<file path="config.mk">
export PLATFORM = sky130hd
export DESIGN_NAME = sf_sync_conditioner
export DESIGN_NICKNAME = d
export VERILOG_FILES = /design/src/rtl/sf_pkg.sv /design/src/rtl/sf_width_filter.sv /design/src/rtl/sf_rate_monitor.sv /design/src/rtl/sf_sync_conditioner.sv
export SDC_FILE = /design/constraint.sdc
export NUM_CORES = 1
export LEC_CHECK = 0
export BUFFER_PORTS_ARGS = -buffer_cell sky130_fd_sc_hd__buf_2
export CAP_MARGIN = 0
export CORE_MARGIN = 8
export CORE_UTILIZATION = 45
export CTS_BUF_LIST = sky130_fd_sc_hd__clkbuf_2
export CTS_CLUSTER_DIAMETER = 30
export DETAILED_ROUTE_END_ITERATION = 16
export REMOVE_ABC_BUFFERS = 1
export SLEW_MARGIN = 15
export SYNTH_ARGS = -nofsm -noshare
export SYNTH_HDL_FRONTEND = slang
export SYNTH_HIERARCHICAL = 1
export SYNTH_SLANG_ARGS = --single-unit
</file>
<file path="constraint.sdc">
create_clock -name clk -period 3 [get_ports clk]
set_clock_uncertainty 0.1 [all_clocks]
set_input_delay 0.15 -clock clk [delete_from_list [all_inputs] [get_ports clk]]
set_output_delay 0.15 -clock clk [all_outputs]
set_load 0.02 [all_outputs]
</file>
<file path="src/rtl/sf_pkg.sv">
// Package: shared channel indices and vector type for the sync conditioner.
// Assumes: three strobes, with the index order used everywhere in the block.
package sf_pkg;
    localparam int NCH   = 3;
    localparam int CH_HS = 0;
    localparam int CH_VS = 1;
    localparam int CH_DE = 2;

    typedef logic [NCH-1:0] ch_vec_t;
endpackage

</file>
<file path="src/rtl/sf_width_filter.sv">
// Module: sf_width_filter
// Conditions one strobe. A fixed delay line of MIN_W-1 stages feeds the
// bypass path. When FILTER is set, a stability run counter also lets the
// output take a new level only after MIN_W equal consecutive samples, which
// gives the same MIN_W-1 clock latency as the bypass path.
// Assumes: MIN_W >= 2; mode_filt_i and restart_i come from the top-level
// mode register; rst_n is synchronous and active low.
module sf_width_filter #(
    parameter bit FILTER = 1'b1,
    parameter int MIN_W  = 3
) (
    input  logic clk,
    input  logic rst_n,
    input  logic mode_filt_i,
    input  logic restart_i,
    input  logic raw_i,
    output logic cond_o
);
    localparam int DLY   = MIN_W - 1;
    localparam int RUN_W = (MIN_W > 2) ? $clog2(MIN_W) : 1;

    logic [DLY-1:0] pipe_q;
    logic           cond_q;

    // Alignment delay line used by the bypass path
    always_ff @(posedge clk) begin
        if (!rst_n) begin
            pipe_q <= '0;
        end else begin
            pipe_q[0] <= raw_i;
            for (int i = 1; i < DLY; i++) begin
                pipe_q[i] <= pipe_q[i-1];
            end
        end
    end

    generate
        if (FILTER) begin : g_filt
            logic             cand_q;
            logic [RUN_W-1:0] run_q;
            logic             settled;

            assign settled = (raw_i == cand_q) && (run_q >= RUN_W'(DLY - 1));

            // Track the candidate level and how long it has been held
            always_ff @(posedge clk) begin
                if (!rst_n) begin
                    cand_q <= 1'b0;
                    run_q  <= '0;
                end else if (restart_i || (raw_i != cand_q)) begin
                    cand_q <= raw_i;
                    run_q  <= '0;
                end else if (run_q < RUN_W'(DLY - 1)) begin
                    run_q <= run_q + RUN_W'(1);
                end
            end

            // Output register: delayed copy in bypass, settled level in filter mode
            always_ff @(posedge clk) begin
                if (!rst_n) begin
                    cond_q <= 1'b0;
                end else if (!mode_filt_i) begin
                    cond_q <= pipe_q[DLY-1];
                end else if (settled) begin
                    cond_q <= raw_i;
                end
            end

            if (MIN_W == 3) begin : g_chk
                // in filter mode the output moves only onto a level seen on 3 samples
                p_short_dropped_r2: assert property (@(posedge clk) disable iff (!rst_n)
                    ($past(rst_n) && $past(mode_filt_i) && (cond_q != $past(cond_q)))
                    |-> ($past(raw_i, 1) == cond_q && $past(raw_i, 2) == cond_q
                         && $past(raw_i, 3) == cond_q));

                // three equal samples with no restart in between are followed
                p_settled_follow_r3: assert property (@(posedge clk) disable iff (!rst_n)
                    ($past(rst_n, 1) && $past(rst_n, 2) && $past(rst_n, 3)
                     && $past(mode_filt_i) && !$past(restart_i, 2)
                     && $past(raw_i, 1) == $past(raw_i, 2)
                     && $past(raw_i, 2) == $past(raw_i, 3))
                    |-> (cond_q == $past(raw_i, 1)));

                // bypass output is the raw input two clocks late
                p_bypass_delay_r4: assert property (@(posedge clk) disable iff (!rst_n)
                    ($past(rst_n, 1) && $past(rst_n, 2) && $past(rst_n, 3)
                     && !$past(mode_filt_i))
                    |-> (cond_q == $past(raw_i, 3)));
            end
        end else begin : g_pass
            logic unused_cfg;
            assign unused_cfg = mode_filt_i | restart_i;

            // Output register: delayed copy only, whatever the mode
            always_ff @(posedge clk) begin
                if (!rst_n) begin
                    cond_q <= 1'b0;
                end else begin
                    cond_q <= pipe_q[DLY-1];
                end
            end

            if (MIN_W == 3) begin : g_chk
                // the unfiltered strobe is always the raw input two clocks late
                p_vs_delay_r5: assert property (@(posedge clk) disable iff (!rst_n)
                    ($past(rst_n, 1) && $past(rst_n, 2) && $past(rst_n, 3))
                    |-> (cond_q == $past(raw_i, 3)));
            end
        end
    endgenerate

    assign cond_o = cond_q;
endmodule

</file>
<file path="src/rtl/sf_rate_monitor.sv">
// Module: sf_rate_monitor
// Counts transitions of one conditioned strobe over an exact sliding window
// of WIN clocks. A toggle history shift register supplies the value that
// leaves the window. A sticky flag sets when the count exceeds LIMIT.
// Assumes: WIN >= 2; sig_i is a registered signal; clr_i has priority over a set.
module sf_rate_monitor #(
    parameter int WIN   = 130,
    parameter int LIMIT = 2
) (
    input  logic clk,
    input  logic rst_n,
    input  logic clr_i,
    input  logic sig_i,
    output logic flag_o
);
    localparam int CNT_W = $clog2(WIN + 1);

    logic             sig_d;
    logic             tr;
    logic [WIN-1:0]   hist_q;
    logic [CNT_W-1:0] cnt_q;
    logic [CNT_W-1:0] cnt_nxt;
    logic             flag_q;

    assign tr      = sig_i ^ sig_d;
    assign cnt_nxt = cnt_q + CNT_W'(tr) - CNT_W'(hist_q[WIN-1]);

    // Window bookkeeping and sticky flag update
    always_ff @(posedge clk) begin
        if (!rst_n) begin
            sig_d  <= 1'b0;
            hist_q <= '0;
            cnt_q  <= '0;
            flag_q <= 1'b0;
        end else begin
            sig_d  <= sig_i;
            hist_q <= {hist_q[WIN-2:0], tr};
            cnt_q  <= cnt_nxt;
            flag_q <= clr_i ? 1'b0 : (flag_q | (cnt_nxt > CNT_W'(LIMIT)));
        end
    end

    assign flag_o = flag_q;

    // a flag rising without a clear just before needs a fresh transition
    p_flag_cause_r7: assert property (@(posedge clk) disable iff (!rst_n)
        ($rose(flag_q) && !$past(clr_i, 2)) |-> $past(tr));

    // a set flag holds unless a clear was sampled
    p_flag_sticky_r9: assert property (@(posedge clk) disable iff (!rst_n)
        ($past(flag_q) && !$past(clr_i)) |-> flag_q);

    // a sampled clear always leaves the flag low
    p_flag_clear_r9: assert property (@(posedge clk) disable iff (!rst_n)
        $past(clr_i) |-> !flag_q);
endmodule

</file>
<file path="src/rtl/sf_sync_conditioner.sv">
// Module: sf_sync_conditioner (top)
// Registers the filter enable and builds one width-filter lane and one
// rate-monitor lane per strobe. Horizontal sync and data enable get the
// width filter; vertical sync gets only the alignment delay and a stricter
// transition limit.
// Assumes: one sample per pixel clock; rst_n is synchronous and active low.
module sf_sync_conditioner
    import sf_pkg::*;
#(
    parameter int WIN_CLKS    = 130,
    parameter int MIN_WIDTH   = 3,
    parameter int HSDE_MAX_TR = 2,
    parameter int VS_MAX_TR   = 1
) (
    input  logic clk,
    input  logic rst_n,
    input  logic filt_en_i,
    input  logic clr_flags_i,
    input  logic hs_i,
    input  logic vs_i,
    input  logic de_i,
    output logic hs_o,
    output logic vs_o,
    output logic de_o,
    output logic hs_viol_o,
    output logic vs_viol_o,
    output logic de_viol_o
);
    logic    en_q;
    logic    restart;
    ch_vec_t raw;
    ch_vec_t cond;
    ch_vec_t flag;

    assign raw[CH_HS] = hs_i;
    assign raw[CH_VS] = vs_i;
    assign raw[CH_DE] = de_i;

    // Mode register: filter on after reset, then follows the enable one clock late
    always_ff @(posedge clk) begin
        if (!rst_n) begin
            en_q <= 1'b1;
        end else begin
            en_q <= filt_en_i;
        end
    end

    assign restart = filt_en_i ^ en_q;

    generate
        for (genvar ch = 0; ch < NCH; ch++) begin : g_ch
            localparam bit IS_VS = (ch == CH_VS);

            sf_width_filter #(
                .FILTER (!IS_VS),
                .MIN_W  (MIN_WIDTH)
            ) u_filt (
                .clk         (clk),
                .rst_n       (rst_n),
                .mode_filt_i (en_q),
                .restart_i   (restart),
                .raw_i       (raw[ch]),
                .cond_o      (cond[ch])
            );

            sf_rate_monitor #(
                .WIN   (WIN_CLKS),
                .LIMIT (IS_VS ? VS_MAX_TR : HSDE_MAX_TR)
            ) u_rate (
                .clk    (clk),
                .rst_n  (rst_n),
                .clr_i  (clr_flags_i),
                .sig_i  (cond[ch]),
                .flag_o (flag[ch])
            );
        end
    endgenerate

    assign hs_o      = cond[CH_HS];
    assign vs_o      = cond[CH_VS];
    assign de_o      = cond[CH_DE];
    assign hs_viol_o = flag[CH_HS];
    assign vs_viol_o = flag[CH_VS];
    assign de_viol_o = flag[CH_DE];

    // leaving reset always lands in filtered mode
    p_default_on_r1: assert property (@(posedge clk) disable iff (!rst_n)
        !$past(rst_n) |-> en_q);
endmodule

</file>
# After elaboration in Yosys (flattened, before gate mapping)

Index checks and enable logic that the tools add are counted.

$add $sub $neg: 8
Multiply operators: 0
Div/mod/pow operators: 0
Magnitude comparators: 7
Equality and inequality tests: 6
Shift operators: 0
Muxes and demuxes: 4
Bitwise gates (word level): 8
Reduce and logical (&&, ||, !) cells: 7

Operators with widths:

| cell                                                              | count |
|---|---|
| adder 8 x 1 -> 8 bit                                              | 3 |
| subtractor 8 x 1 -> 8 bit                                         | 3 |
| greater-than comparator 8 x 2 -> 1 bit, second input constant     | 2 |
| greater-than comparator 8 x 1 -> 1 bit, second input constant     | 1 |
| OR reduction 2 bit                                                | 3 |
| adder 2 x 1 -> 2 bit, second input constant                       | 2 |
| greater-or-equal comparator 2 x 1 -> 1 bit, second input constant | 2 |
| less-than comparator 2 x 1 -> 1 bit, second input constant        | 2 |
| two-way mux 1 bit                                                 | 4 |
| inequality test 2 x 1 -> 1 bit, second input constant             | 2 |
| bitwise XOR 1 bit                                                 | 4 |
| OR 1 bit                                                          | 3 |
| == test 1 bit                                                     | 2 |
| logical AND 1 bit                                                 | 2 |
| logical OR 1 bit                                                  | 2 |
| inequality test 1 bit                                             | 2 |
| NOT 1 bit                                                         | 1 |

Bits in registers: 436
Latch bits: 0
RAM bits: 0
ROM bits: 0
Input port bits: 7
Output and inout port bits: 6
Memories: 0

# Depth between registers and ports, before layout

Depth after elaboration: 5
Depth in mapped cells: 11

# Cells and area by module

Netlist, hierarchy kept.

By module, submodules not included:

| module                               | times used | cells an instance | area each (µm²) | sequential area each (µm²) |
|---|---|---|---|---|
| sf_rate_monitor (g_ch[0].u_rate ...) | 2          | 349               | 4135.2          | 2802.7 |
| sf_rate_monitor (g_ch[1].u_rate)     | 1          | 349               | 4145.2          | 2802.7 |
| sf_width_filter (g_ch[0].u_filt ...) | 2          | 24                | 244.0           | 120.1 |
| sf_width_filter (g_ch[1].u_filt)     | 1          | 6                 | 78.8            | 60.1 |
| sf_sync_conditioner                  | 1          | 3                 | 35.0            | 20.0 |

# Worst setup path after synthesis

OpenSTA, ideal clock, no wires.

Path type: reg-to-reg
Start point: register g_ch[0].u_filt.cond_q
End point: register g_ch[0].u_rate.flag_q
Setup time: 125 ps
Arrival: 2485 ps
Data required time: 2775 ps
Path slack: 290 ps
Stages on the path, launching flop included: 10
Buffers on the path: 0
Cells stage by stage: dfxtp_1 xor2_1 ha_1 inv_1 fa_1 nand2b_2 a21oi_4 xnor2_1 or4b_1 o41a_1

Word-level cells in the longest chain between the ends: 5

Ends and longest elaborated chain:

| what                                   | RTL line              | RTL |
|---|---|---|
| from (decl)                            | sf_width_filter.sv:23 | `logic cond_q;` |
| from (signal assigned)                 | sf_width_filter.sv:63 | `cond_q <= pipe_q[DLY-1];` |
| from (signal assigned)                 | sf_width_filter.sv:65 | `cond_q <= raw_i;` |
| bitwise XOR 1 bit                      | sf_rate_monitor.sv:25 | `assign tr = sig_i ^ sig_d;` |
| net g_ch[0].u_rate.tr                  | sf_rate_monitor.sv:19 | `logic tr;` |
| adder 8 x 1 -> 8 bit                   | sf_rate_monitor.sv:26 | `assign cnt_nxt = cnt_q + CNT_W'(tr) - CNT_W'(hist_q[WIN-1]);` |
| subtractor 8 x 1 -> 8 bit              | sf_rate_monitor.sv:26 |  |
| greater-than comparator 8 x 2 -> 1 bit | sf_rate_monitor.sv:39 | `flag_q <= clr_i ? 1'b0 : (flag_q \| (cnt_nxt > CNT_W'(LIMIT)));` |
| OR 1 bit                               | sf_rate_monitor.sv:39 |  |
| to (signal assigned)                   | sf_rate_monitor.sv:39 |  |
| to (decl)                              | sf_rate_monitor.sv:23 | `logic flag_q;` |

The timed path passes the listed nets, and every way through them passes these cells.
A chain may end at the register's enable or synchronous reset.

# Final worst setup path

Start point: register g_ch[0].u_rate.cnt_q[0]
End point: register g_ch[0].u_rate.flag_q

Word-level cells in the longest chain between the ends: 4

Ends and longest elaborated chain:

| what                                   | RTL line              | RTL |
|---|---|---|
| from (decl)                            | sf_rate_monitor.sv:21 | `logic [CNT_W-1:0] cnt_q;` |
| from (signal assigned)                 | sf_rate_monitor.sv:38 | `cnt_q <= cnt_nxt;` |
| adder 8 x 1 -> 8 bit                   | sf_rate_monitor.sv:26 |  |
| subtractor 8 x 1 -> 8 bit              | sf_rate_monitor.sv:26 |  |
| greater-than comparator 8 x 2 -> 1 bit | sf_rate_monitor.sv:39 |  |
| OR 1 bit                               | sf_rate_monitor.sv:39 |  |

Every way passes these cells.

==> key figures <==
Yosys
  – Flip-flop and latch count after synthesis: 436
  – Number of synthesized flops with an enable pin: 0
  – Sequential element share of the synthesized area: 67.1%
  – Most frequent cells after synthesis: dfxtp_1, and2_1, clkbuf_1
  – Top cells by area in the synthesized netlist: dfxtp_1, and2_1, ha_1
  – Async SR Flop Fraction: 0%
  – Gate Count Post-Synth: 1104
  – Synth top area share: 67.1%
  – Top cell type by total area after synthesis: dfxtp_1
  – Ys Warns: 6
  – Mapped cell area: 0.0130 sq mm
  – Synth Flop Type: dfxtp_1
  – Most frequent cell after synthesis: dfxtp_1
  – Syn Area/Cell: 11.8 sq um
  – Synth cell types: 38

Floorplanning
  – Die H: 186 um
  – Row Count: 62
  – Initial Utilization: 45.5%
  – Chip Width: 186 um
  – Core Footprint: 0.0286 sq mm
  – Die ar.: 0.0346 sq mm
  – Total I/O pin count: 13

STA
  – Max transition margin: 47.6%
  – Achievable Freq: 0.357 GHz
  – Final setup viols: 0
  – Hold Fails Final Rpt: 0
  – Final Max Slew Viols: 0
  – Fin Setup TNS: 0 ns
  – Part of the cycle the worst path needs: 93.5%
  – Min Tclk post-route: 2.80 ns
  – Worst-Margin Slew: 0.786 ns
  – Worst Hold Slack: 0.127 ns
  – RSZ-0062 raised after global routing: false

Critical path
  – Crit-path max FO: 3
  – CP endpoint kind: register
  – R2R setup slack: 0.20 ns
  – R2R Path End: g_ch[0].u_rate/flag_o
  – Worst path arrival time: 3.50 ns
  – CP startpoint: g_ch[0].u_rate/cnt_q[0]
  – Setup Crit Path Kind: register to register
  – Startpoint Class: register
  – CP Data Required Time: 3.70 ns
  – FF-to-FF path depth: 11
  – Worst r2r src: g_ch[0].u_rate/cnt_q[0]

Global route
  – Gr busiest metal: met2
  – Gr ovfl total: 0
  – First-pass GRT wire length: 30.2 mm
  – Via count of the first global-routing pass: 7055
  – Largest net degree at the start of global routing: 164
  – Met3 usage: 3.42%
  – Met1 Use GR: 13.3%
  – Antenna violations before repair: 1
  – Gr usage total: 10.4%
  – GRT met2 Usage: 14.7%

Final layout
  – Reg area: 0.00873 sq mm
  – Multi-input combinational cell area: 0.00396 sq mm
  – Layout Nets: 1234
  – Syn-to-layout area delta: 11.8%
  – Layout cells sized above 1: 15.1%
  – Fillers: 2603
  – Final Instance Area: 0.0146 sq mm

Hold path
  – WHS Endpoint: g_ch[2].u_filt/cond_o
  – Worst Hold Depth: 4
  – Hold wc startpoint: de_i
  – Hold Crit Class: input pin to register

Clock network
  – Clock transition at path regs: 0.11 ns
  – CTS tree: yes
  – CTS root buf: clkbuf_2
  – Clk_lat worst skew: 0.90 ns
  – Post-CTS Setup Repair Bufs: 0
  – TritonCTS Buffers: 104
  – CTS sink count: 436
  – Clock buffer depth: 3
  – H-tree Lvls: 3
  – Cts repair resizes: 0

Pwr
  – Worst vdd ir: 0.352 mV
  – Pwr dens: 749 mW/mm^2
  – Cell-internal power: 8010 uW
  – Leak: 0.00629 uW
  – Combinational fraction of design power: 11.3%
  – Sw Share: 26.5%
  – Sw power: 2890 uW
  – Sequential share of power: 54.6%
  – Clock power share: 34.2%

Routing
  – DR vias: 6893
  – # DRC: 0
  – Post-Route WL: 16.7 mm
  – DR pass1 iterations: 4
  – DRT iter0 DRCs: 298
  – Routed len/inst: 10.1 um
  – Routed Antenna Nets: 0
  – DR vias/cell: 4.17

Job
  – Max Cap Viol: 0

Placed design
  – I/O Buffers: 12
  – HPWL after DPL: 8.29 mm
  – Area after DPL: 0.0135 sq mm
  – GP Congestion: 0.704

Status
  – Status: finished, final reports clean
critical path: stages, from the launching register on:
cell and delay, ns:
dfxtp_1 0.32, inv_1 0.04, ha_1 0.26, inv_1 0.06, ha_1 0.18, inv_1 0.06, fa_1 0.40, nand2b_2 0.22
a21oi_4 0.15, xnor2_1 0.09, or4b_1 0.50, o41a_1 0.32
cell usage in the layout, fill, tap and decap left out, types with 9 or more instances in the layout:
master	Yosys	routed
inv_1	42	42
xor2_1	9	9
buf_2	0	11
xnor2_1	17	17
a21oi_1	11	11
clkbuf_2	0	143
dlygate4sd3_1	0	14
ha_1	28	28
nor2_1	21	21
clkinv_1	0	26
dfxtp_1	436	436
and2_1	413	413
how the worst max path moves through the flow:
| stage | endpoint | slack [ns] | cells after the start |
|---|---|---|---|
| 6_report | g_ch[0].u_rate/flag_o | 0.20 | 11 |
| 3_3_place_gp | g_ch[0].u_rate/flag_o | 0.27 | 11 |
| 5_1_grt | g_ch[2].u_rate/flag_o | 0.04 | 11 |
| 4_1_cts | g_ch[0].u_rate/flag_o | 0.18 | 11 |
| 3_5_place_dp | g_ch[0].u_rate/flag_o | 0.20 | 11 |
| 2_1_floorplan | g_ch[0].u_rate/flag_o | 0.29 | 9 |
power groups by stage:
stage               combinational [uW]  sequential [uW]  clock, uW
floorplan                          953             6090          0
global route                      1410             5970       4270
CTS                               1250             5960       3960
detailed placement                1230             6090          0
finish                            1230             5950       3730
global placement                  1220             6090          0
stage by stage:
stage | total power, uW | setup slack [ns] | instances | util, %
final | 10900 | 0.196 | 1653 | 50.8
after global placement | 7300 | 0.268 | 1460 | 47.0
after floorplan | 7040 | 0.290 | 1059 | -
after detailed placement | 7320 | 0.199 | 1460 | 47.0
after CTS | 11200 | 0.176 | 1652 | 50.8
after global routing | 11600 | 0.0402 | 1653 | 50.8
kinds of logic after synthesis:
group / after synthesis / synth area share, %
AO/OA/AOI/OAI: 47 / 2.84
AND/OR/NAND/NOR: 474 / 22.5
multiplexers: 2 / 0.154
XOR/XNOR: 26 / 1.75
flip-flops: 436 / 67.1
buffers and inverters: 88 / 2.54
adder cells (fa/ha/maj): 31 / 3.15
timing repair:
| action | 4_1_cts | 5_1_grt |
|---|---|---|
| hold buffers | 14 | 0 |
| hold endpoints to repair | 163 | 0 |
| setup endpoints to repair | 0 | 0 |
cell type report:
type	instances	share of cell area [%]
flip-flops and latches	436	60.0
clock inverters	35	1.62
repair buffers	31	1.87
inverters	43	1.11
diodes	1	0.0172
multi-input cells	580	27.2
well taps	384	3.30
clock buffers	143	4.92
layer usage:
metal | vias to the layer above | routed length [um]
met5 | - | 0
met4 | 0 | 507
met3 | 48 | 684
met2 | 90 | 6750
met1 | 3114 | 8710
li1 | 3641 | -
state kept, by name, indices dropped and copies added, names as in the netlist:
| signal | flops |
|---|---|
| g_ch.u_rate/sig_d | 3 |
| g_ch.u_rate/flag_o | 3 |
| g_ch.u_rate/cnt_q | 24 |
| en_q | 1 |
| g_ch.u_filt/g_filt.cand_q | 2 |
| g_ch.u_filt/pipe_q | 6 |
| g_ch.u_filt/g_filt.run_q | 4 |
| g_ch.u_rate/hist_q | 390 |
| g_ch.u_filt/cond_o | 3 |
Power figures use the tool's default switching activity.
